**config.mk**
```make
export PLATFORM = sky130hd
export DESIGN_NAME = pair_regfile
export DESIGN_NICKNAME = d
export VERILOG_FILES = /design/src/rtl/pair_rf_pkg.sv /design/src/rtl/pair_rf_wdec.sv /design/src/rtl/pair_rf_rd.sv /design/src/rtl/pair_regfile.sv
export SDC_FILE = /design/constraint.sdc
export NUM_CORES = 1
export LEC_CHECK = 0
export BUFFER_PORTS_ARGS = -buffer_cell sky130_fd_sc_hd__buf_2
export CAP_MARGIN = 20
export CORE_MARGIN = 2
export CORE_UTILIZATION = 60
export DETAILED_ROUTE_END_ITERATION = 10
export MAX_ROUTING_LAYER = met4
export PLACE_DENSITY = 0.8
export SETUP_SLACK_MARGIN = 0.15
export SLEW_MARGIN = 20
export SYNTH_ARGS = -nofsm -noshare
export SYNTH_HDL_FRONTEND = slang
export SYNTH_HIERARCHICAL = 1
export SYNTH_SLANG_ARGS = --single-unit
```
**constraint.sdc**
```tcl
create_clock -name clk_i -period 2.8 [get_ports clk_i]
set_input_delay 0 -clock clk_i [delete_from_list [all_inputs] [get_ports clk_i]]
set_output_delay 0 -clock clk_i [all_outputs]
set_load 0.01 [all_outputs]
```
**src/rtl/pair_rf_pkg.sv**
```systemverilog
package pair_rf_pkg;
  // wide access requires an even index
  function automatic logic odd_wide(input logic wide, input logic lsb);
    return wide & lsb;
  endfunction
endpackage

```
**src/rtl/pair_rf_wdec.sv**
```systemverilog
module pair_rf_wdec #(
  parameter int unsigned NUM_REGS = 16,
  parameter int unsigned DATA_W   = 16,
  parameter logic [NUM_REGS-1:0] DEST_MASK = '1,
  localparam int unsigned IDX_W  = $clog2(NUM_REGS),
  localparam int unsigned WORD_W = 2 * DATA_W
) (
  input  logic                             en_i,
  input  logic [IDX_W-1:0]                 idx_i,
  input  logic                             wide_i,
  input  logic [WORD_W-1:0]                data_i,
  output logic [NUM_REGS-1:0]              we_o,
  output logic [NUM_REGS-1:0][DATA_W-1:0]  wd_o,
  output logic                             err_o
);
  import pair_rf_pkg::*;

  logic [IDX_W-1:0] hi_idx;
  logic             dest_ok;
  logic             bad;

  always_comb begin
    hi_idx  = idx_i | IDX_W'(1);
    dest_ok = DEST_MASK[idx_i] & (~wide_i | DEST_MASK[hi_idx]);
    bad     = odd_wide(wide_i, idx_i[0]) | ~dest_ok;
    err_o   = en_i & bad;
  end

  for (genvar i = 0; i < NUM_REGS; i++) begin : g_dec
    localparam logic [IDX_W-1:0] SELF = IDX_W'(i);
    localparam bit               ODD  = (i % 2) == 1;
    assign we_o[i] = en_i & ~bad & ((idx_i == SELF) | (wide_i & (hi_idx == SELF)));
    if (ODD) begin : g_odd
      assign wd_o[i] = wide_i ? data_i[WORD_W-1:DATA_W] : data_i[DATA_W-1:0];
    end else begin : g_even
      assign wd_o[i] = data_i[DATA_W-1:0];
    end
  end
endmodule

```
**src/rtl/pair_rf_rd.sv**
```systemverilog
module pair_rf_rd #(
  parameter int unsigned NUM_REGS = 16,
  parameter int unsigned DATA_W   = 16,
  localparam int unsigned IDX_W  = $clog2(NUM_REGS),
  localparam int unsigned WORD_W = 2 * DATA_W
) (
  input  logic [NUM_REGS-1:0][DATA_W-1:0] regs_i,
  input  logic [IDX_W-1:0]                idx_i,
  input  logic                            wide_i,
  output logic [WORD_W-1:0]               data_o,
  output logic                            err_o
);
  import pair_rf_pkg::*;

  logic [IDX_W-1:0] hi_idx;

  always_comb begin
    hi_idx = idx_i | IDX_W'(1);
    err_o  = odd_wide(wide_i, idx_i[0]);
    if (err_o)       data_o = '0;
    else if (wide_i) data_o = {regs_i[hi_idx], regs_i[idx_i]};
    else             data_o = {{DATA_W{1'b0}}, regs_i[idx_i]};
  end

  always_comb begin
    if (err_o) assert_rd_err_zero_R5: assert (data_o == '0);
  end
endmodule

```
**src/rtl/pair_regfile.sv**
```systemverilog
module pair_regfile #(
  parameter int unsigned NUM_REGS = 16,
  parameter int unsigned DATA_W   = 16,
  parameter logic [NUM_REGS-1:0] MUL_DEST_MASK = 16'h00FF,
  localparam int unsigned IDX_W  = $clog2(NUM_REGS),
  localparam int unsigned WORD_W = 2 * DATA_W
) (
  input  logic              clk_i,
  input  logic              rst_ni,
  input  logic [IDX_W-1:0]  ra_idx_i,
  input  logic              ra_wide_i,
  output logic [WORD_W-1:0] ra_data_o,
  output logic              ra_err_o,
  input  logic [IDX_W-1:0]  rb_idx_i,
  input  logic              rb_wide_i,
  output logic [WORD_W-1:0] rb_data_o,
  output logic              rb_err_o,
  input  logic              wr_en_i,
  input  logic [IDX_W-1:0]  wr_idx_i,
  input  logic              wr_wide_i,
  input  logic [WORD_W-1:0] wr_data_i,
  output logic              wr_err_o,
  input  logic              mw_en_i,
  input  logic [IDX_W-1:0]  mw_idx_i,
  input  logic              mw_wide_i,
  input  logic [WORD_W-1:0] mw_data_i,
  output logic              mw_err_o
);
  logic [NUM_REGS-1:0][DATA_W-1:0] regs_q, regs_nxt, gw_wd, mw_wd;
  logic [NUM_REGS-1:0]             gw_we, mw_we;

  pair_rf_wdec #(.NUM_REGS(NUM_REGS), .DATA_W(DATA_W), .DEST_MASK('1)) u_gen_dec (
    .en_i(wr_en_i), .idx_i(wr_idx_i), .wide_i(wr_wide_i), .data_i(wr_data_i),
    .we_o(gw_we), .wd_o(gw_wd), .err_o(wr_err_o)
  );

  pair_rf_wdec #(.NUM_REGS(NUM_REGS), .DATA_W(DATA_W), .DEST_MASK(MUL_DEST_MASK)) u_mul_dec (
    .en_i(mw_en_i), .idx_i(mw_idx_i), .wide_i(mw_wide_i), .data_i(mw_data_i),
    .we_o(mw_we), .wd_o(mw_wd), .err_o(mw_err_o)
  );

  for (genvar i = 0; i < NUM_REGS; i++) begin : g_reg
    // multiply path has priority on collision
    always_comb begin
      if (mw_we[i])      regs_nxt[i] = mw_wd[i];
      else if (gw_we[i]) regs_nxt[i] = gw_wd[i];
      else               regs_nxt[i] = regs_q[i];
    end
    always_ff @(posedge clk_i or negedge rst_ni) begin
      if (!rst_ni) regs_q[i] <= '0;
      else         regs_q[i] <= regs_nxt[i];
    end
  end

  // reads tap the next-state vector: write-through bypass
  pair_rf_rd #(.NUM_REGS(NUM_REGS), .DATA_W(DATA_W)) u_rd_a (
    .regs_i(regs_nxt), .idx_i(ra_idx_i), .wide_i(ra_wide_i),
    .data_o(ra_data_o), .err_o(ra_err_o)
  );

  pair_rf_rd #(.NUM_REGS(NUM_REGS), .DATA_W(DATA_W)) u_rd_b (
    .regs_i(regs_nxt), .idx_i(rb_idx_i), .wide_i(rb_wide_i),
    .data_o(rb_data_o), .err_o(rb_err_o)
  );

  assert_narrow_write_R2: assert property (@(posedge clk_i) disable iff (!rst_ni)
    (wr_en_i && !wr_wide_i && !mw_en_i) |=>
      regs_q[$past(wr_idx_i)] == $past(wr_data_i[DATA_W-1:0]));

  assert_wide_write_R3: assert property (@(posedge clk_i) disable iff (!rst_ni)
    (wr_en_i && wr_wide_i && !wr_idx_i[0] && !mw_en_i) |=>
      (regs_q[$past(wr_idx_i) | IDX_W'(1)] == $past(wr_data_i[WORD_W-1:DATA_W]) &&
       regs_q[$past(wr_idx_i)] == $past(wr_data_i[DATA_W-1:0])));

  assert_odd_blocked_R5: assert property (@(posedge clk_i) disable iff (!rst_ni)
    (wr_en_i && wr_wide_i && wr_idx_i[0] && !mw_en_i) |=> $stable(regs_q));

  assert_odd_read_err_R5: assert property (@(posedge clk_i) disable iff (!rst_ni)
    (ra_wide_i && ra_idx_i[0]) |-> (ra_err_o && ra_data_o == '0));

  assert_mul_dropped_R6: assert property (@(posedge clk_i) disable iff (!rst_ni)
    (mw_err_o && !wr_en_i) |=> $stable(regs_q));

  assert_bypass_R7: assert property (@(posedge clk_i) disable iff (!rst_ni)
    (wr_en_i && !wr_wide_i && !mw_en_i && !ra_wide_i && ra_idx_i == wr_idx_i) |->
      ra_data_o == {{DATA_W{1'b0}}, wr_data_i[DATA_W-1:0]});

  assert_mul_wins_R8: assert property (@(posedge clk_i) disable iff (!rst_ni)
    (wr_en_i && mw_en_i && !mw_err_o && !wr_wide_i && !mw_wide_i && wr_idx_i == mw_idx_i) |=>
      regs_q[$past(mw_idx_i)] == $past(mw_data_i[DATA_W-1:0]));
endmodule

```
== Word-level counts from Yosys, hierarchy flattened ==
Memories as Yosys holds them, arrays and structs flattened.
Cells that the tools add are included.
Operators by class
  $lt $le $gt $ge: 8
  equality and inequality tests: 44
  multiplexer cells: 50
  bitwise gates (word level): 88
  reductions and logical operators: 6
Operator list (number)
  16-bit 2-to-1 mux: 38
  16-bit binary-select mux with 4-bit select: 2
  32-bit 2-to-1 mux: 4
  16-bit binary-select mux with 3-bit select: 2
  4-bit equality test (second input constant): 16
  1-bit bitwise AND: 60
  4-bit by 5-bit < comparator with 1-bit output (second input constant): 8
  4-bit by 3-bit equality test with 1-bit output (second input constant): 8
  3-bit equality test (second input constant): 8
  1-bit bitwise OR: 22
  4-bit by 2-bit equality test with 1-bit output (second input constant): 4
  4-bit logical NOT: 4
  3-bit by 2-bit equality test with 1-bit output (second input constant): 4
  4-bit by 1-bit equality test with 1-bit output (second input constant): 2
  3-bit by 1-bit equality test with 1-bit output (second input constant): 2
  3-bit logical NOT: 2
  1-bit NOT: 6
  1-bit 2-to-1 mux: 4
Storage, ports and cells
  register bits: 256
  ROM bits: 48
  output and inout bits: 68
  logic and storage cells: 216
  memories: 4
Memory list
  (no name shown): words 16, bits a word 1, rd ports 1, clocked after memory_dff 0, write ports 0, line pair_rf_wdec.sv:24  | dest_ok = DEST_MASK[idx_i] & (~wide_i | DEST_MASK[hi_idx]);
  (no name shown): words 16, bits a word 1, rd ports 1, clocked after memory_dff 0, write ports 0, line pair_rf_wdec.sv:24
  (no name shown): words 8, bits a word 1, rd ports 1, clocked after memory_dff 0, write ports 0, line pair_rf_wdec.sv:24
  (no name shown): words 8, bits a word 1, rd ports 1, clocked after memory_dff 0, write ports 0, line pair_rf_wdec.sv:24

== Logic depth before layout (Yosys ltp) ==
Gate-level depths: netlist (run 1).
  depth in word-level cells: 15
  mapped depth: 10
  depth with buffers taken out: 8

== Cells and area by module ==
The synthesis (run 1) kept the hierarchy.
Modules (own cells, without submodules)
  pair_regfile: times used 1, cells an instance 1104, area each 11931.4 µm²
  pair_rf_rd: times used 2, cells an instance 227, area each 2357.3 µm²
  pair_rf_wdec at u_mul_dec: times used 1, cells an instance 281, area each 2188.3 µm²
  pair_rf_wdec at u_gen_dec: times used 1, cells an instance 283, area each 2145.8 µm²

== Worst setup path before layout (run 1) ==
Ideal clock, no wire load.
  path type: input port to output port
  start: input wr_wide_i
  end: output ra_data_o[13]
  arrival: 2014 ps
  required time: 2800 ps
  path slack: 786 ps
  stages: 10
  cells stage by stage: buf_6 -> xnor2_2 -> nor4_1 -> buf_6 -> buf_12 -> mux2i_1 -> o21ai_1 -> mux4_2 -> a221oi_1 -> nor2_1
RTL lines
  from (decl): line pair_regfile.sv:20  | input logic wr_wide_i,
  to (decl): line pair_regfile.sv:12  | output logic [WORD_W-1:0] ra_data_o,

==> results.yml, run 1 <==
clock_network:
  cts_buffers: 28
  clock_transition_at_the_registers_of_the_reported_paths_ns: 0.05
  cts-root-to-sink-buffers: 3
  post_cts_buffers: 0
  clock_sinks: 256
  ctsRootBufferMaster: "clkbuf_16"
  htree_levels: 1
  clk-insertion-delay-late_ns: 0.56
  tritoncts_clock_tree: "built"
status:
  run_status: "finished, final reports clean"
timing:
  finClkSkew_ns: 0
  fmax_mhz: 385.1
  final_hold_viol_count: 0
  period_needed_ns: 2.597
  min_setup_slack_post_route_ns: 0.2032
  fin_tns_setup_ns: 0
  final-setup-viol-count: 0
  tightest_slew_ns: 1.287
  grt_setup_unrepaired: "yes"
  timing_max_transition_violations_final: 0
  post-route-period-util_pct: 92.74
  max-slew-margin-rel_pct: 13.86
placed_design:
  detailedPlace.worstSlack_ns: 0.2035
  port-buffer-count: 155
  gp_routability_congestion: 0.9881
  place_hpwl_mm: 40.41
  place_area_mm2: 0.01843
min_path:
  min-delay-path-class: "in2reg"
synthesis:
  synth_cell_types: 40
  netlist_area_mm2: 0.02098
  synth_edf_count: 0
  postSynth.asyncResetShare_pct: 100.0
  ys_seq_elements: 256
  synthesis.instances: 2122
  synthesis.yosys.warnings: 6
  yosysSeqAreaShare_pct: 30.53
  post_synth.cell_area_avg_um2: 9.887
  synthFlopType: "dfrtp_1"
die:
  start_util_pct: 60.89
  chip_width_um: 191.0
  fp.dieArea_mm2: 0.03648
  io_pins: 156
  core_mm2: 0.03446
  chipHeight_um: 191.0
  std_cell_rows: 68
finish:
  fin_util_pct: 57.87
  finish.net_count: 1876
  highest_count_cells_in_the_layout_ignoring_fill_and_taps: "mux2i_1, nand2_1, dfrtp_1"
  layout.cells.most_common: "mux2i_1"
  area.growth.synth_to_final_pct: -4.956
  final_cell_area_mm2: 0.01994
  largest_register_by_flop_count: "regs_q"
  largestRegisters: "regs_q x256"
  largest_register_ffs: 256
  share_of_post_route_cells_with_drive_strength_above_1_pct: 21.77
pwr:
  total_leakage_power_nw: 7.867
  cellPowerDensity_mw_per_mm2: 622.8
  ir_drop_v: 0.0004639
  totalPowerFinal_mw: 12.42
critical_path:
  timing.critical_path.required_ns: 2.80
  path_max_fanout: 9
  slowest_stage: "mux4_1"
  critical_setup_path_kind: "in2out"
  crit_arrival_ns: 2.60
  critical_path.n_buffers_inverters: 3
  critical_path.top_delay_family: "multiplexers"
  critical_path.max_stage_delay_ns: 0.59
  worstPathCellList: "dlygate4sd3_1 > buf_2 > mux2_2 > mux2i_1 > o21ai_0 > mux4_1 > mux2i_1 > o22ai_1 > buf_2"
  cp-end-kind: "primary output"
  startpoint_type: "input pin"
grt:
  global_route_congestion_overflow_total: 0
  gr-usage-all-layers_pct: 33.73
  antenna_found_initial: 1
  first_global_vias: 14373
  grt_start_max_net_pins: 97
  grt_pass1_wl_mm: 90.24
detailed_routing:
  detail_route.vias_per_cell: 6.659
  dr_total_vias: 15089
  drt_first_iter_violations: 2231
  antenna_violating_nets_post_route: 0
  post_drt_wl_per_cell_um: 26.49
  routed_wirelength_mm: 60.03
  drc: 0
  drt-pass1-iter-count: 7
run:
  timing.max_cap.violations: 0
==> synthesized netlist by cell type, types with 12 or more instances <==
cell type	instances	area share, %
buf_12	20	1.9
o22ai_1	12	0.36
nand2_1	331	5.9
buf_4	492	18
mux4_1	16	2.0
buf_6	26	1.4
a21oi_1	35	0.83
mux2_2	16	0.86
a22oi_1	12	0.43
nor2_1	19	0.34
buf_2	44	1.0
mux4_2	84	9.0
o21ai_0	110	2.6
o21ai_1	172	4.1
mux2i_1	336	16
a221oi_1	34	1.4
mux2_1	16	0.86
clkbuf_1	32	0.57
dfrtp_1	256	31
==> stage by stage <==
stage	cells	hold slack, ns
2_1_floorplan	2129	-0.2956
3_3_place_gp	2165	0.08681
3_5_place_dp	2165	0.09262
4_1_cts	2265	0.04045
5_1_grt	2266	0.03288
6_report	2266	0.005440
==> worst paths after layout <==
kind	from	to	slack, ns	cells past startpoint
min reg2reg	regs_q[55]	regs_q[55]	0.60	2
min in group asynchronous	rst_ni	regs_q[160]	0.06	2
max reg2reg	regs_q[79]	regs_q[79]	1.42	3
max in group asynchronous	rst_ni	regs_q[63]	1.79	3
max	wr_data_i[4]	ra_data_o[4]	0.20	9
min	mw_data_i[16]	regs_q[48]	0.005	4
==> power by group <==
group | leakage, nW | internal [mW] | total (mW) | switching, mW
combinational | 4.25 | 1.55 | 3.81 | 2.26
clock | 0.485 | 2.44 | 4.02 | 1.58
sequential | 3.14 | 4.39 | 4.59 | 0.200
total | 7.87 | 8.38 | 12.4 | 4.04
==> tightest hold or removal path, delay by kind of cell <==
family	cells	cell delay (ns)
muxes	1	0.25
AOI/OAI and AO/OA	1	0.12
buffers and inverters	1	0.07
and+or+nand+nor	1	0.07
==> routing by layer <==
| metal | share of wire, % | global-route usage, % | wire length [um] |
|---|---|---|---|
| met3 | 12 | 6.683 | 6912 |
| met4 | 5.4 | 15.24 | 3271 |
| met2 | 45 | 49.37 | 26820 |
| met5 | 0 | - | 0 |
| met1 | 38 | 45.47 | 23030 |
==> kinds of logic after synthesis <==
logic type | count (synthesis) | synth area share, %
buf+inv | 630 | 23.03
mux | 468 | 28.77
simple gates | 384 | 7.413
compound gates | 381 | 10.08
flops | 256 | 30.53
xor+xnor | 2 | 0.1551
other cells | 1 | 0.01787
==> layout make-up <==
cell class / instances / area, um^2
fill: 2781 / 14520
multi-input combinational: 1243 / 9920
sequential: 256 / 6406
timing repair buffer: 253 / 2022
clock buffer: 43 / 848.3
tap: 455 / 569.3
clock inverter: 9 / 150.1
inverter: 6 / 22.52
antenna: 1 / 2.502
==> repair_timing <==
item / 4_1_cts / 5_1_grt
hold buffers: 48 / 0
resized for setup: 0 / 18
setup endpoints to repair: 0 / 17
hold endpoints to repair: 205 / 0
No activity file was read; power rests on OpenSTA's default activity.
==> run 2, diff against run 1 <==
- CTS_BUF_LIST: unset -> sky130_fd_sc_hd__clkbuf_4
==> run 2 against run 1 <==
Effect of this change:
- via count rose by 6.8%
- first-iteration DRC count rose by 16%
- die area is the same
- core utilization increased by 3.2 points
- non-clock buffer count increased by 106
- register-to-register slack worse by 0.04 ns
- largest cell class unchanged
- largest power group unchanged
==> results.yml, run 2 (synthesized netlist as in run 1, its figures left out) <==
status:
  run_status: "finished, final reports clean"
die:
  chipHeight_um: 191.0
  io_pins: 156
  std_cell_rows: 68
  fp.dieArea_mm2: 0.03648
  start_util_pct: 60.89
  chip_width_um: 191.0
  core_mm2: 0.03446
clock_network:
  clock_transition_at_the_registers_of_the_reported_paths_ns: 0.07
  cts-root-to-sink-buffers: 3
  clock_sinks: 256
  tritoncts_clock_tree: "built"
  clk-insertion-delay-late_ns: 0.67
  ctsRootBufferMaster: "clkbuf_4"
  cts_buffers: 73
  htree_levels: 3
finish:
  area.growth.synth_to_final_pct: 0.3278
  layout.cells.most_common: "mux2i_1"
  finish.net_count: 2027
  largestRegisters: "regs_q x256"
  highest_count_cells_in_the_layout_ignoring_fill_and_taps: "mux2i_1, nand2_1, dfrtp_1"
  fin_util_pct: 61.09
  largest_register_ffs: 256
  largest_register_by_flop_count: "regs_q"
  fillers: 2664
  share_of_post_route_cells_with_drive_strength_above_1_pct: 24.57
detailed_routing:
  drc: 0
  detail_route.vias_per_cell: 6.591
  dr_total_vias: 16115
  post_drt_wl_per_cell_um: 26.17
  drt_first_iter_violations: 2594
  antenna_violating_nets_post_route: 0
  drt-pass1-iter-count: 6
  routed_wirelength_mm: 63.99
critical_path:
  cp-end-kind: "primary output"
  path_max_fanout: 3
  crit_arrival_ns: 2.74
  critical_setup_path_kind: "reg2out"
  startpoint_type: "register"
  timing.critical_path.required_ns: 2.80
pwr:
  cellPowerDensity_mw_per_mm2: 592.2
  total_leakage_power_nw: 8.465
  ir_drop_v: 0.0002508
run:
  timing.max_cap.violations: 0
timing:
  timing_max_transition_violations_final: 0
  final-setup-viol-count: 0
  finClkSkew_ns: 0
  fin_tns_setup_ns: 0
  period_needed_ns: 2.742
  tightest_slew_ns: 1.395
  max-slew-margin-rel_pct: 6.652
  fmax_mhz: 364.6
  grt_setup_unrepaired: "yes"
  final_hold_viol_count: 0
  post-route-period-util_pct: 97.94
grt:
  antenna_found_initial: 3
  global_route_congestion_overflow_total: 0
  gr-usage-all-layers_pct: 35.35
  first_global_vias: 15522
  grt_pass1_wl_mm: 94.56
  grt_start_max_net_pins: 97
placed_design:
  place_hpwl_mm: 40.41
  port-buffer-count: 155
  gp_routability_congestion: 0.9881
min_path:
  min-delay-path-class: "in2reg"
==> run 2: cell types whose count changed in the layout (fill, tap and decap cells not counted), moves of 5 or more <==
cell and delta:
clkbuf_4 +114, dlygate4sd3_1 +95, clkbuf_16 -25, clkbuf_1 -7
clkbuf_8 -7, o21ai_0 -7, buf_4 +5, clkinv_1 +5
==> run 2: per-stage QoR <==
stage | cell area, um^2 | total power, mW | worst slack (ns) | hold WS, ns | cells
final | 21050 | 12.47 | 0.05755 | 0.02300 | 2445
after global routing | 21050 | 12.98 | 0.1107 | 0.02572 | 2444
after CTS | 20780 | 12.14 | 0.1616 | 0.001244 | 2431
after detailed placement | 18430 | 8.125 | 0.2035 | 0.09262 | 2165
after global placement | 18430 | 7.955 | 0.2483 | 0.08681 | 2165
after floorplan | 21010 | 7.556 | 0.7857 | -0.2956 | 2129
==> run 2: worst max-delay path, cell delays in order, from the launching register on <==
cell      delay, ns
dfrtp_1        0.33
mux2i_1        0.06
o21ai_0        0.43
mux2i_1        0.21
a221oi_2       0.40
a22oi_1        0.15
o21ai_1        0.27
buf_2          0.19
==> run 2: cell type report <==
cell class / instances / area (um^2) / area share (%)
diodes: 4 / 10.01 / 0.04755
clock buffers: 114 / 855.8 / 4.066
clock inverters: 8 / 57.56 / 0.2734
inverters: 6 / 22.52 / 0.1070
multi-input cells: 1243 / 9985 / 47.44
flip-flops and latches: 256 / 6406 / 30.43
well taps: 455 / 569.3 / 2.705
repair buffers: 359 / 3143 / 14.93
==> run 2: worst paths after layout <==
| path | slack, ns | depth (start not counted) | endpoint | startpoint |
|---|---|---|---|---|
| worst max register to register | 1.38 | 3 | regs_q[65] | regs_q[65] |
| worst max-delay path | 0.06 | 7 | ra_data_o[3] | regs_q[99] |
| max in group asynchronous | 1.40 | 4 | regs_q[63] | rst_ni |
| worst min-delay path | 0.02 | 4 | regs_q[51] | wr_data_i[19] |
| min in group asynchronous | 0.49 | 3 | regs_q[160] | rst_ni |
| worst min register to register | 0.59 | 2 | regs_q[37] | regs_q[37] |
==> run 2: what timing repair did <==
item	CTS	global route
endpoints found under the setup margin	0	29
setup buffers	0	6
hold buffers	144	0
hold endpoints to repair	482	0
resized for setup	0	35
==> run 2: where the power goes <==
part	switching, mW	total, mW	internal [mW]
sequential	0.205	4.59	4.39
clock	1.68	3.60	1.92
combinational	2.40	4.27	1.88
==> run 2: routing by layer <==
metal	global-route usage (%)	part of all wire, %	wire length [um]	up-vias
met5	-	0	0	-
met4	18.90	6.9	4396	0
met3	7.692	12	7575	339
met2	51.45	45	28630	1257
met1	46.26	37	23390	7840
li1	-	-	-	6679
